## src/rtl/xpt_cmd_tx.sv

```systemverilog
module xpt_cmd_tx #(
  parameter int N_CHIPS    = 12,
  parameter int CLK_HZ     = 50_000_000,
  parameter int STROBE_CYC = CLK_HZ / 1_000_000,
  parameter int HALF_CYC   = 3,
  parameter int GAP_CYC    = 2
) (
  input  logic                        clk,
  input  logic                        rst_n,
  input  logic                        cmd_valid,
  output logic                        cmd_ready,
  input  logic [$clog2(N_CHIPS)-1:0]  cmd_chip,
  input  logic [2:0]                  cmd_y,
  input  logic [3:0]                  cmd_x,
  input  logic                        cmd_connect,
  output logic                        ser_data,
  output logic                        ser_clk,
  output logic [N_CHIPS-1:0]          strobe,
  output logic                        err_pulse
);
  localparam int CW     = $clog2(N_CHIPS);
  localparam int SLOT   = 2 * HALF_CYC;
  localparam int CMAX   = (STROBE_CYC > SLOT) ? ((STROBE_CYC > GAP_CYC) ? STROBE_CYC : GAP_CYC)
                                              : ((SLOT > GAP_CYC) ? SLOT : GAP_CYC);
  localparam int CNT_W  = $clog2(CMAX + 1);

  typedef enum logic [1:0] {IDLE, SHIFT, STB, GAP} state_t;

  state_t           state;
  logic [7:0]       word;
  logic [CW-1:0]    chip;
  logic [2:0]       bit_idx;
  logic [CNT_W-1:0] cnt;
  logic             err;

  wire accept  = cmd_valid && (state == IDLE);
  wire chip_ok = ({1'b0, cmd_chip} < (CW+1)'(N_CHIPS));

  always_ff @(posedge clk) begin
    if (!rst_n) begin
      state   <= IDLE;
      word    <= '0;
      chip    <= '0;
      bit_idx <= '0;
      cnt     <= '0;
      err     <= 1'b0;
    end else begin
      err <= 1'b0;
      case (state)
        IDLE: if (accept) begin
          cnt <= '0;
          if (chip_ok) begin
            word    <= {cmd_y, cmd_x, cmd_connect};
            chip    <= cmd_chip;
            bit_idx <= 3'd7;
            state   <= SHIFT;
          end else begin
            err   <= 1'b1;
            state <= GAP;
          end
        end
        SHIFT: if (cnt == CNT_W'(SLOT - 1)) begin
          cnt <= '0;
          if (bit_idx == 3'd0) state <= STB;
          else bit_idx <= bit_idx - 3'd1;
        end else cnt <= cnt + 1'b1;
        STB: if (cnt == CNT_W'(STROBE_CYC - 1)) begin
          cnt   <= '0;
          state <= GAP;
        end else cnt <= cnt + 1'b1;
        GAP: if (cnt == CNT_W'(GAP_CYC - 1)) begin
          cnt   <= '0;
          state <= IDLE;
        end else cnt <= cnt + 1'b1;
        default: state <= IDLE;
      endcase
    end
  end

  assign cmd_ready = (state == IDLE);
  assign ser_data  = word[bit_idx];
  assign ser_clk   = (state == SHIFT) && (cnt >= CNT_W'(HALF_CYC));
  assign err_pulse = err;

  for (genvar i = 0; i < N_CHIPS; i++) begin : g_stb
    assign strobe[i] = (state == STB) && (chip == CW'(i));
  end
endmodule

```

## config.mk

```make
export PLATFORM = sky130hd
export DESIGN_NAME = xpt_cmd_tx
export DESIGN_NICKNAME = d
export VERILOG_FILES = /design/src/rtl/xpt_cmd_tx.sv
export SDC_FILE = /design/constraint.sdc
export NUM_CORES = 1
export LEC_CHECK = 0
export BUFFER_PORTS_ARGS = -buffer_cell sky130_fd_sc_hd__buf_2
export CAP_MARGIN = 0
export CORE_MARGIN = 2
export CORE_UTILIZATION = 56
export DETAILED_ROUTE_END_ITERATION = 8
export HOLD_SLACK_MARGIN = 0.05
export PLACE_DENSITY = 0.83
export SLEW_MARGIN = 20
export SYNTH_ARGS = -nofsm -noshare
export SYNTH_HDL_FRONTEND = slang
export SYNTH_SLANG_ARGS = --single-unit
```

## constraint.sdc

```tcl
create_clock -name clk -period 2.8 [get_ports clk]
set_input_delay 0.28 -clock clk [delete_from_list [all_inputs] [get_ports clk]]
set_output_delay 0.28 -clock clk [all_outputs]
set_load 0.03 [all_outputs]
```

# Word-level counts from Yosys, hierarchy flattened
# Cells that the tools add are included.
# W data, S select, Z words.
# op_classes
n_reduce_logical	22
n_mux	20
n_lt_le_gt_ge	3
add_sub_neg	2
eq_ne	24
# op_table
operator	n
$mux W6	4
$pmux W6 S4	1
$eq A4 B3 Y1 const B	4
$eq A4 B4 Y1 const B	4
$logic_and A1 B1 Y1	14
$mux W2	6
$mux W3	4
$ne A2 B2 Y1 const B	5
$reduce_and A5 Y1	2
$eq A4 B2 Y1 const B	2
$pmux W2 S4	1
$add A6 B1 Y6 const B	1
$eq A6 B1 Y1 const B	1
$eq A6 B3 Y1 const B	1
$eq A6 B6 Y1 const B	1
$ge A6 B2 Y1 const B	1
$pmux W3 S2	1
$reduce_and A3 Y1	2
$eq A2 B2 Y1 const B	2
$eq A4 B1 Y1 const B	1
$logic_not A4 Y1	1
$lt A3 B4 Y1 const B	1
$lt A4 B4 Y1 const B	1
$ne A2 B1 Y1 const B	2
7 further kinds	8
# word_totals
wordCells	77
ff_bits	24

# Logic depth before layout (Yosys ltp)
# depth
depth_word	4
depth_mapped	7
depth_no_buf	6

# Worst setup path after synthesis
# Ideal clock, no wire load.
# synth_path
path_type	register to output
from	register state[0]
to	output strobe[0]
n_path_buf	0
arrival_time_ns	1.790
slack_ns	0.730
path_stages_with_launch	5
path_cell_list	dfxtp_1 -> inv_1 -> ha_1 -> or3b_2 -> nor3_1
# synth_between
elab_chain_cells	2
# synth_lines
element	line	rtl
from (decl)	29	state_t state;
from (signal assigned)	41	state <= IDLE;
from (signal assigned)	56	state <= SHIFT;
from (signal assigned)	59	state <= GAP;
$eq A2 B2 Y1	86	assign strobe[i] = (state == STB) && (chip == CW'(i));
$logic_and A1 B1 Y1	86	
to (decl)	18	output logic [N_CHIPS-1:0] strobe,
# Every way passes these cells.

# Final worst setup path
# Ends and elaborated chain as after synthesis.

==> qor.yml <==
run_status:
  status: "complete, no violations"
clock_network:
  cts_resized: 0
  hold_buffers: 0
  htreeDepth: 1
  cts_buffers: 3
  cts.root.buffer_cell: "clkbuf_4"
  clk_pin_slew_ns: 0.14
  cts_setup_buffers: 0
  clock_latency_ns: 0.31
  cts.sinks: 24
  clk_path_buf_depth: 2
  cts_tree: "done"
yosys:
  synth_cell_types: 40
  ys.flop_type: "dfxtp_1"
  yosysWarningCount: 0
  seq_area_frac_synth_pct: 36.6
  synth_fp_nets: 184
  ys_async_sr_fraction_pct: 0
  synth_edf_count: 0
  syn_area_per_cell_um2: 8.20
  synth_cells: 160
  synth-seq-cells: 24
  syn-cell-area_mm2: 0.00131
routing:
  viasPerCell: 5.73
  drtIter0Drc: 33
  drc: 0
  drt_pass1_iterations: 4
  routedWlPerCell_um: 13.5
  drt_wl_total_mm: 2.95
  ant_nets: 0
  routed-via-count: 1255
global_routing:
  grt_overflow: 0
  grt_pass1_wl_mm: 4.66
  grtUsageTotal_pct: 22.9
  grt_pass1_vias: 1098
  antenna_found_initial: 0
  grt_start_max_net_pins: 19
floorplan:
  start_util_pct: 59.3
  core_area_mm2: 0.00221
  die_area_mm2: 0.00274
  die_y_um: 52.4
  ios: 31
  fp-row-count: 17
  die_w_um: 52.4
layout:
  drive_gt1_share_pct: 23.0
  fillers: 185
  final_common_cell: "buf_2"
  area_growth_pct: 17.5
  final_net_count: 216
  antenna_cells: 0
  layout_common_cells: "buf_2, nand2_1, dfxtp_1"
run:
  timing.max_cap.violations: 0
setup_path:
  endpoint_kind: "primary output"
  crit_type: "reg -> out"
  required_ns: 2.52
  critPathArrivalTime_ns: 1.94
  critPathMaxFanout: 6
  worst_setup_path_start_kind: "flip-flop"
sta:
  rsz0062_at_grt: "no"
  worst_pin_slew_ns: 0.713
  fin_skew_ns: 0.00469
  min_period_ns: 2.22
  hold_viol_final: 0
  fmax_mhz: 451
  hold_slack_ns: 0.180
  fin_ws_ns: 0.581
  setup_viol: 0
  slew_violations: 0
  fin_crit_sh_pct: 79.3
  fin_tns_setup_ns: 0
  relSlewSlack_pct: 52.3
place:
  place.gp.congestion: 0.886
  portBuffers: 30
  dp_slack_ns: 0.956
  dp.final_hpwl_mm: 2.17
pwr:
  power_density_mw_per_mm2: 850
  ir_worst_vdd_uv: 518
  p_leak_nw: 0.645
hold_path:
  hold_class: "in -> reg"
cell usage after synthesis, types with 2 or more instances:
cell type / number / area, um2
o21ai_1: 2 / 10.0
nor2b_1: 2 / 12.5
xor2_1: 3 / 26.3
nand3_1: 3 / 15.0
nand2b_1: 4 / 25.0
inv_1: 6 / 22.5
nand3b_1: 2 / 15.0
ha_1: 9 / 113
nand4_1: 3 / 18.8
nor3_1: 7 / 35.0
a211oi_1: 4 / 30.0
a31oi_1: 3 / 18.8
nand2_1: 27 / 101
xnor2_1: 2 / 17.5
mux4_2: 2 / 45.0
nor2_1: 22 / 82.6
a41oi_1: 2 / 17.5
dfxtp_1: 24 / 480
a21oi_1: 10 / 50.1
clkbuf_1: 3 / 11.3
power breakdown:
part,leakage [nW],internal [W],switching (W)
combinational,0.421,0.000232,0.000337
sequential,0.196,0.000412,0.0000769
clock,0.0279,0.000145,0.000109
registers in the layout (all words and copies together), names as in the netlist:
name,cells
cnt,6
word,8
chip,4
state,2
bit_idx,3
err_pulse,1
path summary, 6_finish.rpt:
check	cells past startpoint	startpoint	slack (ns)	endpoint
max	5	state[0]	0.58	strobe[0]
min	3	cmd_y[1]	0.18	word[6]
max reg2reg	6	state[1]	0.92	bit_idx[0]
min reg2reg	2	word[6]	0.46	word[6]
worst max-delay path, stage by stage (launching register included):
cell and delay (ns):
dfxtp_1 0.37, inv_1 0.11, ha_1 0.26, or3b_2 0.52, nor3_1 0.15, buf_2 0.22
per-layer routing:
| layer | track usage (%) | up-vias | part of all wire [%] |
|---|---|---|---|
| met5 | 0 | - | 0 |
| met4 | 11.1 | 0 | 1.1 |
| met3 | 4.00 | 2 | 5.8 |
| met2 | 38.1 | 53 | 47 |
| met1 | 28.3 | 580 | 46 |
| li1 | - | 620 | - |
metrics by stage:
step	cell area (um2)	total power [W]	std cells	utilization, %
detailed placement	1490	0.00105	215	67.3
global placement	1490	0.00102	215	67.3
floorplan	1310	0.000919	160	-
global route	1540	0.00140	219	69.6
CTS	1540	0.00130	219	69.6
finish	1540	0.00131	219	69.6
cell type report:
type | count | area, um2 | area share (%)
well taps | 28 | 35.0 | 2.27
clock buffers | 3 | 22.5 | 1.46
clock inverters | 1 | 30.0 | 1.95
inverters | 7 | 26.3 | 1.71
multi-input cells | 125 | 788 | 51.2
flip-flops and latches | 24 | 480 | 31.2
repair buffers | 31 | 158 | 10.2
cell families after synthesis:
logic type | share of synthesized area, %
buffers and inverters | 3.24
multiplexers | 5.06
AO/OA/AOI/OAI | 14.6
adder cells (fa/ha/maj) | 8.59
XOR/XNOR | 3.34
flip-flops | 36.6
AND/OR/NAND/NOR | 28.5
No activity file was read; power rests on OpenSTA's default activity.
